`config.mk`:
```
export PLATFORM = sky130hd
export DESIGN_NAME = ffirst_trunc
export DESIGN_NICKNAME = d
export VERILOG_FILES = /design/src/rtl/ffirst_pkg.sv /design/src/rtl/ffirst_cr_test.sv /design/src/rtl/ffirst_judge.sv /design/src/rtl/ffirst_track.sv /design/src/rtl/ffirst_trunc.sv
export SDC_FILE = /design/constraint.sdc
export NUM_CORES = 1
export LEC_CHECK = 0
export BUFFER_PORTS_ARGS = -buffer_cell sky130_fd_sc_hd__buf_4
export CORE_MARGIN = 3
export CORE_UTILIZATION = 28
export CTS_BUF_LIST = sky130_fd_sc_hd__clkbuf_16
export DETAILED_ROUTE_END_ITERATION = 16
export GPL_TIMING_DRIVEN = 0
export PLACE_DENSITY_LB_ADDON = 0.12
export SETUP_SLACK_MARGIN = 0.5
export SLEW_MARGIN = 20
export SYNTH_ARGS = -nofsm -noshare
export SYNTH_HDL_FRONTEND = slang
export SYNTH_SLANG_ARGS = --single-unit
export TNS_END_PERCENT = 100
```
`constraint.sdc`:
```
create_clock -name clk -period 4.2 [get_ports clk]
set_clock_uncertainty 0.15 [all_clocks]
set_input_delay 0.42 -clock clk [delete_from_list [all_inputs] [get_ports clk]]
set_output_delay 0.42 -clock clk [all_outputs]
set_load 0.01 [all_outputs]
```
`src/rtl/ffirst_pkg.sv`:
```
// Shared types for the fail-first truncation unit.
// Assumes: the condition field layout is {LT, GT, EQ, SO} from bit 3 down.
package ffirst_pkg;

    typedef enum logic {
        MODE_MEM  = 1'b0,
        MODE_DATA = 1'b1
    } ff_mode_e;

    typedef enum logic [1:0] {
        PICK_LT = 2'd0,
        PICK_GT = 2'd1,
        PICK_EQ = 2'd2,
        PICK_SO = 2'd3
    } cr_pick_e;

    // Verdict for one presented element.
    typedef struct packed {
        logic fail;      // element ends the loop
        logic keep_len;  // failure that leaves the length as it is
        logic res_we;    // write the result
        logic cr_we;     // write the condition field
        logic trap;      // ordinary fault on element 0
    } ff_verdict_t;

endpackage

```
`src/rtl/ffirst_cr_test.sv`:
```
// Picks one flag from a 4-bit condition field and compares it with the
// invert flag. A match is a failure.
// Assumes: field bits [3:0] = LT, GT, EQ, SO.
module ffirst_cr_test
    import ffirst_pkg::*;
(
    input  logic [3:0] cr_i,
    input  logic [1:0] sel_i,
    input  logic       inv_i,
    output logic       fail_o
);

    logic picked;

    // Select the flag named by the selector.
    always_comb begin
        unique case (cr_pick_e'(sel_i))
            PICK_LT: picked = cr_i[3];
            PICK_GT: picked = cr_i[2];
            PICK_EQ: picked = cr_i[1];
            PICK_SO: picked = cr_i[0];
            default: picked = 1'b0;
        endcase
    end

    // Failure when the picked flag equals the invert flag.
    always_comb fail_o = (picked == inv_i);

endmodule

```
`src/rtl/ffirst_judge.sv`:
```
// Combinational verdict for an accepted element: write enables, trap,
// and the truncated length on failure.
// Assumes: accept_i already covers loop state and index order.
module ffirst_judge
    import ffirst_pkg::*;
#(
    parameter int VL_W  = 7,
    parameter int IDX_W = 6
) (
    input  logic             accept_i,
    input  logic             mode_i,
    input  logic [IDX_W-1:0] idx_i,
    input  logic             exc_i,
    input  logic             cr_fail_i,
    input  logic             vli_i,
    input  logic             rc_i,
    input  logic             rc1_i,
    output ff_verdict_t      verdict_o,
    output logic [VL_W-1:0]  len_o
);

    logic vli_eff;
    logic cr_on;

    // Inclusive length only counts when the record form is off.
    always_comb vli_eff = vli_i & ~rc_i;
    always_comb cr_on   = rc_i | rc1_i;

    // Build the verdict per mode.
    always_comb begin
        verdict_o = '0;
        len_o     = VL_W'(idx_i);
        if (accept_i) begin
            if (ff_mode_e'(mode_i) == MODE_MEM) begin
                if (exc_i) begin
                    verdict_o.fail     = 1'b1;
                    verdict_o.trap     = (idx_i == '0);
                    verdict_o.keep_len = (idx_i == '0);
                end else begin
                    verdict_o.res_we = 1'b1;
                end
            end else begin
                if (cr_fail_i) begin
                    verdict_o.fail   = 1'b1;
                    verdict_o.res_we = vli_eff & ~rc1_i;
                    verdict_o.cr_we  = vli_eff & cr_on;
                    len_o            = VL_W'(idx_i) + VL_W'(vli_eff);
                end else begin
                    verdict_o.res_we = ~rc1_i;
                    verdict_o.cr_we  = cr_on;
                end
            end
        end
    end

endmodule

```
`src/rtl/ffirst_track.sv`:
```
// Loop state: current length, next expected index and the stop flag.
// Assumes: start has priority over any element in the same cycle.
module ffirst_track
    import ffirst_pkg::*;
#(
    parameter int MAX_VL = 64,
    parameter int VL_W   = 7,
    parameter int IDX_W  = 6
) (
    input  logic             clk,
    input  logic             rst_n,
    input  logic             start_i,
    input  logic [VL_W-1:0]  vl_i,
    input  logic             elem_valid_i,
    input  logic [IDX_W-1:0] idx_i,
    input  ff_verdict_t      verdict_i,
    input  logic [VL_W-1:0]  len_i,
    output logic             accept_o,
    output logic [VL_W-1:0]  cur_vl_o,
    output logic             done_o
);

    localparam logic [VL_W-1:0] VL_CAP = VL_W'(MAX_VL);

    logic [VL_W-1:0] next_idx;
    logic [VL_W-1:0] vl_load;

    // Clamp the loaded length to the supported maximum.
    always_comb vl_load = (vl_i > VL_CAP) ? VL_CAP : vl_i;

    // Accept only the next element in order of a live loop.
    always_comb accept_o = elem_valid_i & ~done_o & ~start_i
                         & (VL_W'(idx_i) == next_idx);

    // Advance the loop, truncate on failure, finish after the last element.
    always_ff @(posedge clk) begin
        if (!rst_n) begin
            cur_vl_o <= '0;
            next_idx <= '0;
            done_o   <= 1'b1;
        end else if (start_i) begin
            cur_vl_o <= vl_load;
            next_idx <= '0;
            done_o   <= (vl_load == '0);
        end else if (accept_o) begin
            next_idx <= next_idx + 1'b1;
            if (verdict_i.fail) begin
                done_o <= 1'b1;
                if (!verdict_i.keep_len) cur_vl_o <= len_i;
            end else if (next_idx + 1'b1 == cur_vl_o) begin
                done_o <= 1'b1;
            end
        end
    end

endmodule

```
`src/rtl/ffirst_trunc.sv`:
```
// Fail-first vector length truncation unit (top).
// Combines the condition test, the per-element verdict and the loop state.
// Assumes: elements arrive one per cycle at most, in ascending order.
module ffirst_trunc
    import ffirst_pkg::*;
#(
    parameter  int MAX_VL = 64,
    localparam int VL_W   = $clog2(MAX_VL + 1),
    localparam int IDX_W  = $clog2(MAX_VL)
) (
    input  logic             clk,
    input  logic             rst_n,
    input  logic             start_i,
    input  logic [VL_W-1:0]  vl_i,
    input  logic             mode_i,
    input  logic [1:0]       sel_i,
    input  logic             inv_i,
    input  logic             vli_i,
    input  logic             rc_i,
    input  logic             rc1_i,
    input  logic             elem_valid_i,
    input  logic [IDX_W-1:0] idx_i,
    input  logic             exc_i,
    input  logic [3:0]       cr_i,
    output logic [VL_W-1:0]  new_vl_o,
    output logic             stop_o,
    output logic             res_we_o,
    output logic             cr_we_o,
    output logic             trap_o
);

    logic            cr_fail;
    logic            accept;
    ff_verdict_t     verdict;
    logic [VL_W-1:0] len;

    ffirst_cr_test u_cr_test (
        .cr_i   (cr_i),
        .sel_i  (sel_i),
        .inv_i  (inv_i),
        .fail_o (cr_fail)
    );

    ffirst_judge #(.VL_W(VL_W), .IDX_W(IDX_W)) u_judge (
        .accept_i  (accept),
        .mode_i    (mode_i),
        .idx_i     (idx_i),
        .exc_i     (exc_i),
        .cr_fail_i (cr_fail),
        .vli_i     (vli_i),
        .rc_i      (rc_i),
        .rc1_i     (rc1_i),
        .verdict_o (verdict),
        .len_o     (len)
    );

    ffirst_track #(.MAX_VL(MAX_VL), .VL_W(VL_W), .IDX_W(IDX_W)) u_track (
        .clk          (clk),
        .rst_n        (rst_n),
        .start_i      (start_i),
        .vl_i         (vl_i),
        .elem_valid_i (elem_valid_i),
        .idx_i        (idx_i),
        .verdict_i    (verdict),
        .len_i        (len),
        .accept_o     (accept),
        .cur_vl_o     (new_vl_o),
        .done_o       (stop_o)
    );

    // Drive the per-element write and trap outputs from the verdict.
    always_comb begin
        res_we_o = verdict.res_we;
        cr_we_o  = verdict.cr_we;
        trap_o   = verdict.trap;
    end

endmodule

```
==> results of run 1 <==
sequential cells by signal, summed over array words and instances (netlist names):
signal            flops
u_track.cur_vl_o      7
u_track.done_o        1
u_track.next_idx      7
layout by cell type, fill, tap and decap left out, types with 4 or more instances in the layout:
cell | Yosys | layout
a21oi_1 | 4 | 4
a32o_1 | 6 | 6
nand2_1 | 21 | 21
nor2_1 | 14 | 14
nor2b_1 | 5 | 5
nor4_1 | 7 | 7
buf_4 | 2 | 38
nand3_1 | 11 | 11
clkbuf_1 | 8 | 8
nand4_1 | 4 | 4
or3_1 | 4 | 4
dfxtp_1 | 15 | 15
nor3_1 | 8 | 8
inv_1 | 5 | 6
xnor2_1 | 17 | 17
o21ai_0 | 9 | 9
synth_stat cells:
cell type   n  area, µm²
nand4b_1    1      8.760
nand4_1     4      25.02
nor3_1      8      40.04
mux2i_1     1      10.01
a32o_1      6      60.06
o21ai_0     9      45.04
nor4_1      7      43.79
or2_2       1      6.260
nor2b_1     5      31.28
o311a_1     1      10.01
a311oi_1    2      17.52
a21oi_1     4      20.02
buf_4       2      15.01
o22ai_1     2      12.51
or3_1       4      25.02
xnor2_1    17      148.9
o2111a_1    1      11.26
ha_1        3      37.54
o31a_2      2      20.02
nor2_1     14      52.55
buf_6       1      11.26
nand2_1    21      78.83
inv_1       5      18.77
and3_1      2      12.51
nor4b_1     2      17.52
a31oi_1     3      18.77
or4_4       1      11.26
mux4_2      1      22.52
clkbuf_1    8      30.03
xor2_1      3      26.28
dfxtp_1    15      300.3
buf_2       1      5.000
and2_1      2      12.51
nand3_1    11      55.05
a211oi_1    2      15.01
metal layers:
layer	up-vias	routed length [µm]	GRT usage (%)
li1	708	-	-
met1	661	1845	21.85
met2	48	1756	23.82
met3	4	269	3.283
met4	0	39	3.018
met5	-	0	0
final cells by class:
| class | count | area (µm²) | area share, % |
|---|---|---|---|
| sequential | 15 | 300.3 | 17.79 |
| tap | 50 | 62.56 | 3.706 |
| clock buffer | 3 | 75.07 | 4.448 |
| buffer | 12 | 61.31 | 3.632 |
| clock inverter | 1 | 3.754 | 0.2224 |
| timing repair buffer | 36 | 270.3 | 16.01 |
| inverter | 5 | 18.77 | 1.112 |
| multi-input combinational | 140 | 895.9 | 53.08 |
stage by stage:
step | util, % | power (mW) | setup slack (ns) | hold WS, ns
after floorplan | - | 0.2032 | 1.873 | 0.3355
after detailed placement | 38.30 | 0.2451 | 1.650 | 0.3559
final | 40.17 | 0.4266 | 1.482 | 0.3006
after global routing | 40.17 | 0.4444 | 1.328 | 0.3232
after CTS | 40.17 | 0.4311 | 1.457 | 0.2952
after global placement | 38.30 | 0.2444 | 1.685 | 0.3537
worst max-delay path: stages, from the launching register on:
cell      delay (ns)
dfxtp_1         0.31
clkbuf_1        0.30
xnor2_1         0.21
nand3_1         0.13
clkbuf_1        0.24
nor3_1          0.32
o21ai_0         0.14
nor2_1          0.12
buf_4           0.13
path summary, 6_finish.rpt:
kind                            cells past startpoint             endpoint                 from  slack [ns]
worst max-delay path                                8              cr_we_o  u_track.next_idx[4]        1.48
worst min-delay path                                3  u_track.cur_vl_o[6]                rst_n        0.30
worst max register to register                      7  u_track.cur_vl_o[2]  u_track.next_idx[4]        1.72
worst min register to register                      2  u_track.next_idx[6]  u_track.next_idx[6]        0.36
logic make-up after synthesis:
family / share of synthesized area (%)
buffers and inverters: 6.274
multiplexers: 2.549
XOR/XNOR: 13.73
AO/OA/AOI/OAI: 18.04
flip-flops: 23.53
AND/OR/NAND/NOR: 32.94
adder cells (fa/ha/maj): 2.941
where the power goes:
part	total (mW)	switching (mW)	internal [mW]
Combinational	0.0922	0.0474	0.0448
Sequential	0.151	0.00417	0.146
Clock	0.184	0.0578	0.126
Total	0.427	0.109	0.317
==> metrics.yaml, run 1 <==
final_layout:
  drive_above_1_share_pct: 22.64
  fillers: 462
  final_nets: 245
  antennaDiodeCount: 0
  final_cell_area_um2: 1688
  area_delta_synth_final_pct: 32.25
  stdcell_count: 262
cts:
  post_cts_buffers: 0
  root_buffer: "clkbuf_16"
  ctsResizeCount: 0
  cts_tree: "built"
  htreeDepth: 1
  clk_pin_slew_ns: 0.05
  clock_latency_ns: 0.25
  cts_hold_buffers: 0
  cts_buffer_depth: 2
  cts_sinks: 15
  cts_buffers: 3
grt:
  grt_overflow: 0
  grt_pass1_wl_mm: 6.341
  grt_usage_pct: 15.35
  antenna_found_initial: 0
  grt_max_degree: 11
  grt_pass1_vias: 1296
pwr:
  powerDensity_nw_per_um2: 252.7
  leakage_nw: 0.6533
  max-vdd-ir-drop_v: 0.0001833
synthesis:
  yosysUniqueCellTypes: 35
  syn_nets: 204
  syn_area_um2: 1276
  synth_warnings: 0
  netlist_instances: 172
  ys_ff_latch: 15
  ys_seq_area_share_pct: 23.53
  postSynthAreaPerCell_um2: 7.420
placed_design:
  port_buffers: 36
  detailed_place.area_um2: 1609
  dp_cells: 258
  place_congestion: 0.8281
  hpwl_mm: 3.235
worst_setup_path:
  cp_max_fo: 10
  criticalPathCategory: "flop to primary output"
  cp_data_required_time_ns: 3.63
  critPathLaunchType: "flop"
  cp.arrival_ns: 2.15
  end_kind: "primary output"
sta:
  final.setup.tns_ns: 0
  maxSlewHeadroom_pct: 55.09
  hold_viol_final: 0
  drv_slew: 0
  rsz0062_at_grt: "no"
  fin_crit_sh_pct: 64.70
  post-route-min-period_ns: 2.718
  max_freq_mhz: 368.0
  tightestPinTransition_ns: 0.6706
  final-setup-viol-count: 0
drt:
  dr.pass1.iters: 4
  wire_per_inst_um: 14.93
  drtAntennaViolNets: 0
  totalWireLength_mm: 3.911
  drt_iter0_markers: 62
  vias: 1421
  via_per_inst: 5.424
  drc_errors: 0
floorplanning:
  fp.dieW_um: 73.51
  die-area_um2: 5404
  ios: 40
  fp-row-count: 23
  die_h_um: 73.51
  initial_core_util_pct: 30.38
  coreArea_um2: 4202
run:
  max_cap_viol_count: 0
hold_path:
  worst_hold_path_type: "input pin to flop"
outcome:
  outcome: "finished, final reports clean"
Power figures use the tool's default switching activity.
==> inputs of run 2 (changes only) <==
==> constraint.sdc (replaced) <==
create_clock -name clk -period 2.3 [get_ports clk]
set_clock_uncertainty 0.15 [all_clocks]
set_input_delay 0.23 -clock clk [delete_from_list [all_inputs] [get_ports clk]]
set_output_delay 0.23 -clock clk [all_outputs]
set_load 0.01 [all_outputs]
==> run 2 against run 1 <==
  * Global-route usage grew 1.7 points
  * Critical path depth shrank 1
  * Combinational power grew to 2.6 times the previous value
  * Die area is the same
  * First-iteration DRC count grew 42%
  * Critical path type is now input pin to flop
==> metrics.yaml, run 2 (synthesis gave the netlist of run 1 again) <==
cts:
  htreeDepth: 1  # unchanged
  cts_sinks: 15  # unchanged
  cts_tree: "built"
  cts_buffers: 3  # unchanged
  clock_latency_ns: 0.25  # about the same
  cts_buffer_depth: 2  # unchanged
  root_buffer: "clkbuf_16"
  clk_pin_slew_ns: 0.05  # about the same
  cts_hold_buffers: 0  # unchanged
final_layout:
  stdcell_count: 277  # +5.7%
  antennaDiodeCount: 0  # unchanged
  drive_above_1_share_pct: 45.37  # +23 points
  final_common_cell: "buf_4"
  reg_top3: "u_track.cur_vl_o x7, u_track.next_idx x7, u_track.done_o x1"
  final_nets: 260  # +6.1%
  final_cell_area_um2: 2187  # +30%
  utilization_pct: 52.05  # +12 points
  fillers: 393  # -15%
  final_cell_mix: "buf_4, nand2_1, nor2_1"
  area_delta_synth_final_pct: 71.37
drt:
  drc_errors: 0  # unchanged
  wire_per_inst_um: 16.14  # +8.2%
  drt_iter0_markers: 88  # +42%
  totalWireLength_mm: 4.472  # +14%
  vias: 1506  # +6.0%
  dr.pass1.iters: 4  # unchanged
  via_per_inst: 5.437  # +0.24%
  drtAntennaViolNets: 0  # unchanged
placed_design:
  dp_cells: 258  # unchanged
  detailed_place.area_um2: 1700  # +5.7%
  place_congestion: 0.8594  # +3.8%
  port_buffers: 36  # unchanged
  hpwl_mm: 3.253  # +0.58%
  place_ws_ns: -0.04544  # -1.695 ns
grt:
  grt_pass1_wl_mm: 7.224  # +14%
  grt_pass1_vias: 1497  # +16%
  antenna_found_initial: 0  # unchanged
  grt_overflow: 0  # unchanged
  grt_usage_pct: 17.08  # +1.7 points
  grt_max_degree: 11  # unchanged
worst_setup_path:
  end_kind: "flop"
  critPathLaunchType: "input pin"
  ff2ff_setup_slack_ns: 0.30  # -1.42 ns
  criticalPathCategory: "input pin to flop"
  cp_max_fo: 5  # -5
  cp_data_required_time_ns: 2.28  # -1.35 ns
  cp.arrival_ns: 2.04  # -0.11 ns
sta:
  drv_slew: 0  # unchanged
  tightestPinTransition_ns: 0.4917  # -0.1789 ns
  fin_crit_sh_pct: 89.55
  final.setup.tns_ns: 0  # unchanged
  hold_viol_final: 0  # unchanged
  post-route-min-period_ns: 2.060
  rsz0062_at_grt: "yes"
  final-setup-viol-count: 0  # unchanged
  finalHoldWorstSlack_ns: 0.1737  # -0.1269 ns
  maxSlewHeadroom_pct: 67.22  # +12 points
  max_freq_mhz: 485.5
  fin_ws_ns: 0.2404  # -1.242 ns
pwr:
  powerDensity_nw_per_um2: 387.4  # +53%
  power.total_mw: 0.8472  # +99%
  max-vdd-ir-drop_v: 0.0002597  # +42%
  leakage_nw: 0.8795  # +35%
floorplanning:
  die_h_um: 73.51  # unchanged
  ios: 40  # unchanged
  die-area_um2: 5404  # unchanged
  coreArea_um2: 4202  # unchanged
  initial_core_util_pct: 30.38  # unchanged
  fp.dieW_um: 73.51  # unchanged
  fp-row-count: 23  # unchanged
outcome:
  outcome: "finished, final reports clean"
hold_path:
  worst_hold_path_type: "input pin to flop"
run:
  max_cap_viol_count: 0  # unchanged
[run 2: cell count changes in the layout (fill, tap and decap cells not counted), sizes merged]
cell / previous run / this run
clkbuf: 11 / 9
buf: 40 / 57
[run 2: cell type report]
class / instances / area, µm² / area share [%]
repair buffers: 51 / 412.9 / 18.88
well taps: 50 / 62.56 / 2.860
clock inverters: 1 / 3.754 / 0.1716
plain buffers: 12 / 138.9 / 6.350
flip-flops and latches: 15 / 310.3 / 14.19
multi-input cells: 140 / 1165 / 53.26
inverters: 5 / 18.77 / 0.8581
clock buffers: 3 / 75.07 / 3.432
[run 2: where the power goes]
group          switching (mW)  internal (mW)  total, mW
Sequential            0.00835          0.265      0.273
Combinational           0.115          0.126      0.241
Clock                   0.103          0.230      0.333
Total                   0.227          0.621      0.847
[run 2: worst paths after layout]
kind / endpoint / start / cells past startpoint
max: u_track.cur_vl_o[3] / sel_i[0] / 7
min: u_track.cur_vl_o[6] / rst_n / 3
max reg2reg: u_track.cur_vl_o[4] / u_track.next_idx[6] / 6
min reg2reg: u_track.next_idx[1] / u_track.next_idx[1] / 2
[run 2: timing repair]
action,CTS,global route
gates resized for setup,39,21
buffers inserted,12,1
gates cloned,1,1
endpoints found under the setup margin,13,17
pin swaps,8,7
[run 2: per-layer routing]
metal	vias up	global-route usage, %	part of all wire, %
met3	7	2.873	4.1
li1	740	-	-
met4	0	3.823	1.5
met5	-	0	0
met2	37	28.44	48
met1	722	22.97	46
[run 2: worst max-delay path, cell delays in order]
cell and delay [ns]:
buf_6 0.07, mux4_2 0.53, xor2_2 0.19, buf_6 0.14, o31a_2 0.31, or3_4 0.33
a32o_1 0.25
==> inputs of run 3 (changes only) <==
==> constraint.sdc (replaced) <==
create_clock -name clk -period 2.3 [get_ports clk]
set_clock_uncertainty 0.15 [all_clocks]
set_input_delay 0.115 -clock clk [delete_from_list [all_inputs] [get_ports clk]]
set_output_delay 0.115 -clock clk [all_outputs]
set_load 0.01 [all_outputs]
==> run 3 against run 2 <==
  * Die area did not move
  * Worst setup slack improved by 0.020 ns
  * Clock power rose by 2%
  * Register-to-register slack got worse by 0.04 ns
  * First-iteration DRC count fell by 5.7%
  * Count of clock-buffer cells in the layout did not move
==> metrics.yaml, run 3 (synthesis gave the netlist of run 1 again) <==
outcome:
  outcome: "finished, final reports clean"
drt:
  drc_errors: 0  # unchanged
  drt_iter0_markers: 83  # -5.7%
  drtAntennaViolNets: 0  # unchanged
  wire_per_inst_um: 16.39  # +1.5%
  via_per_inst: 5.462  # +0.46%
  totalWireLength_mm: 4.507  # +0.78%
  dr.pass1.iters: 4  # unchanged
  vias: 1502  # -0.27%
sta:
  rsz0062_at_grt: "yes"
  post-route-min-period_ns: 2.040  # -0.01983 ns
  drv_slew: 0  # unchanged
  fin_crit_sh_pct: 88.69  # -0.86 points
  final.setup.tns_ns: 0  # unchanged
  final-setup-viol-count: 0  # unchanged
  hold_viol_final: 0  # unchanged
  maxSlewHeadroom_pct: 71.66  # +4.4 points
  max_freq_mhz: 490.2  # +0.97%
  tightestPinTransition_ns: 0.4223  # -0.06939 ns
floorplanning:
  fp.dieW_um: 73.51  # unchanged
  die_h_um: 73.51  # unchanged
  coreArea_um2: 4202  # unchanged
  ios: 40  # unchanged
  initial_core_util_pct: 30.38  # unchanged
  fp-row-count: 23  # unchanged
  die-area_um2: 5404  # unchanged
pwr:
  sw_frac_of_total_pct: 27.20  # +0.46 points
  powerDensity_nw_per_um2: 395.2  # +2.0%
  max-vdd-ir-drop_v: 0.0001968  # -24%
  comb_power_share_pct: 26.6  # -1.8 points
  p_sw_mw: 0.2280  # +0.63%
  leakage_nw: 0.8792  # about the same
  intPower_mw: 0.6102  # -1.7%
  p_clk_share_pct: 40.7  # +1.4 points
  power_frac_seq_pct: 32.8  # +0.5 points
worst_setup_path:
  startpoint: "u_track.next_idx[6]"
  cp_max_fo: 6  # +1
  cp_data_required_time_ns: 2.29  # about the same
  reg2reg_from: "u_track.next_idx[6]"
  end_kind: "flop"
  r2r_cells: 6  # unchanged
  endpoint: "u_track.cur_vl_o[4]"
  ff2ff_setup_slack_ns: 0.26  # -0.04 ns
  critPathLaunchType: "flop"
  r2r_end: "u_track.cur_vl_o[4]"
  criticalPathCategory: "flop to flop"
  cp.arrival_ns: 2.03  # about the same
final_layout:
  drive_above_1_share_pct: 42.67  # -2.7 points
  seq_area_um2: 306.5  # -1.2%
  reg_top3: "u_track.cur_vl_o x7, u_track.next_idx x7, u_track.done_o x1"
  stdcell_count: 275  # -0.72%
  final_nets: 258  # -0.77%
  antennaDiodeCount: 0  # unchanged
  final_common_cell: "buf_4"
  area_delta_synth_final_pct: 66.18
  fillers: 411  # +4.6%
  multiInputGateArea_um2: 1131  # -2.9%
  final_cell_mix: "buf_4, nand2_1, nor2_1"
cts:
  cts_hold_buffers: 0  # unchanged
  root_buffer: "clkbuf_16"
  cts_buffers: 3  # unchanged
  cts_sinks: 15  # unchanged
  htreeDepth: 1  # unchanged
  clk_pin_slew_ns: 0.05  # about the same
  cts_tree: "built"
  clock_latency_ns: 0.25  # about the same
  cts_buffer_depth: 2  # unchanged
hold_path:
  worst_hold_path_type: "input pin to flop"
  hold_start: "rst_n"
grt:
  grt_max_degree: 11  # unchanged
  antenna_found_initial: 0  # unchanged
  grt_usage_pct: 17.19  # +0.12 points
  grt_pass1_wl_mm: 7.300  # +1.1%
  grt_pass1_vias: 1550  # +3.5%
  grt_overflow: 0  # unchanged
placed_design:
  place_congestion: 0.8006  # -6.8%
  port_buffers: 36  # unchanged
  dp_cells: 258  # unchanged
  hpwl_mm: 3.259  # +0.17%
run:
  max_cap_viol_count: 0  # unchanged
run 3: cell type report:
class,instances,share of cell area [%]
Clock inverter,1,0.1770
Timing Repair Buffer,49,18.76
Multi-Input combinational cell,140,53.33
Sequential cell,15,14.45
Tap cell,50,2.950
Buffer,12,5.900
Clock buffer,3,3.540
Inverter,5,0.8850
run 3: power by group through the flow:
stage,clock (mW),sequential [mW],combinational (mW)
2_1_floorplan,0,0.281,0.0971
3_3_place_gp,0,0.280,0.174
3_5_place_dp,0,0.281,0.178
4_1_cts,0.341,0.275,0.212
5_1_grt,0.357,0.275,0.240
6_report,0.341,0.275,0.223
run 3: worst min-delay path by stage:
stage                                      to  slack (ns)  cells after the start
after global placement    u_track.cur_vl_o[6]        0.24                      3
after detailed placement  u_track.cur_vl_o[6]        0.25                      3
final                     u_track.cur_vl_o[6]        0.06                      3
after CTS                 u_track.cur_vl_o[6]        0.01                      3
after floorplan           u_track.cur_vl_o[6]         0.1                      2
after global routing      u_track.cur_vl_o[3]        0.10                      4
run 3: stage by stage:
stage	power, mW	utilization, %	worst slack (ns)	hold slack, ns	area (µm²)
after CTS	0.8275	48.39	0.2820	0.01449	2033
after detailed placement	0.4582	40.80	0.04791	0.2506	1714
after global routing	0.8728	50.48	0.1874	0.1004	2121
final	0.8382	50.48	0.2602	0.06295	2121
after global placement	0.4543	40.80	0.06451	0.2425	1714
after floorplan	0.3783	-	0.2784	0.09961	1381
run 3: layer usage:
metal	vias up	part of all wire [%]	global-route usage [%]
li1	736	-	-
met1	710	44	21.99
met2	44	50	28.84
met3	12	3.9	3.830
met4	0	2.1	4.829
met5	-	0	0
run 3: worst max-delay path, cell delays in order, from the launching register on:
cell and delay, ns:
dfxtp_4 0.35, nor4b_4 0.31, nand4_1 0.18, or3_4 0.40, and3_4 0.17, buf_8 0.12, a32o_1 0.24
run 3: what timing repair did:
item,CTS,global route
pin swaps,13,8
gates resized for setup,31,17
setup endpoints to repair,13,18
buffers inserted,11,0
gates cloned,2,0
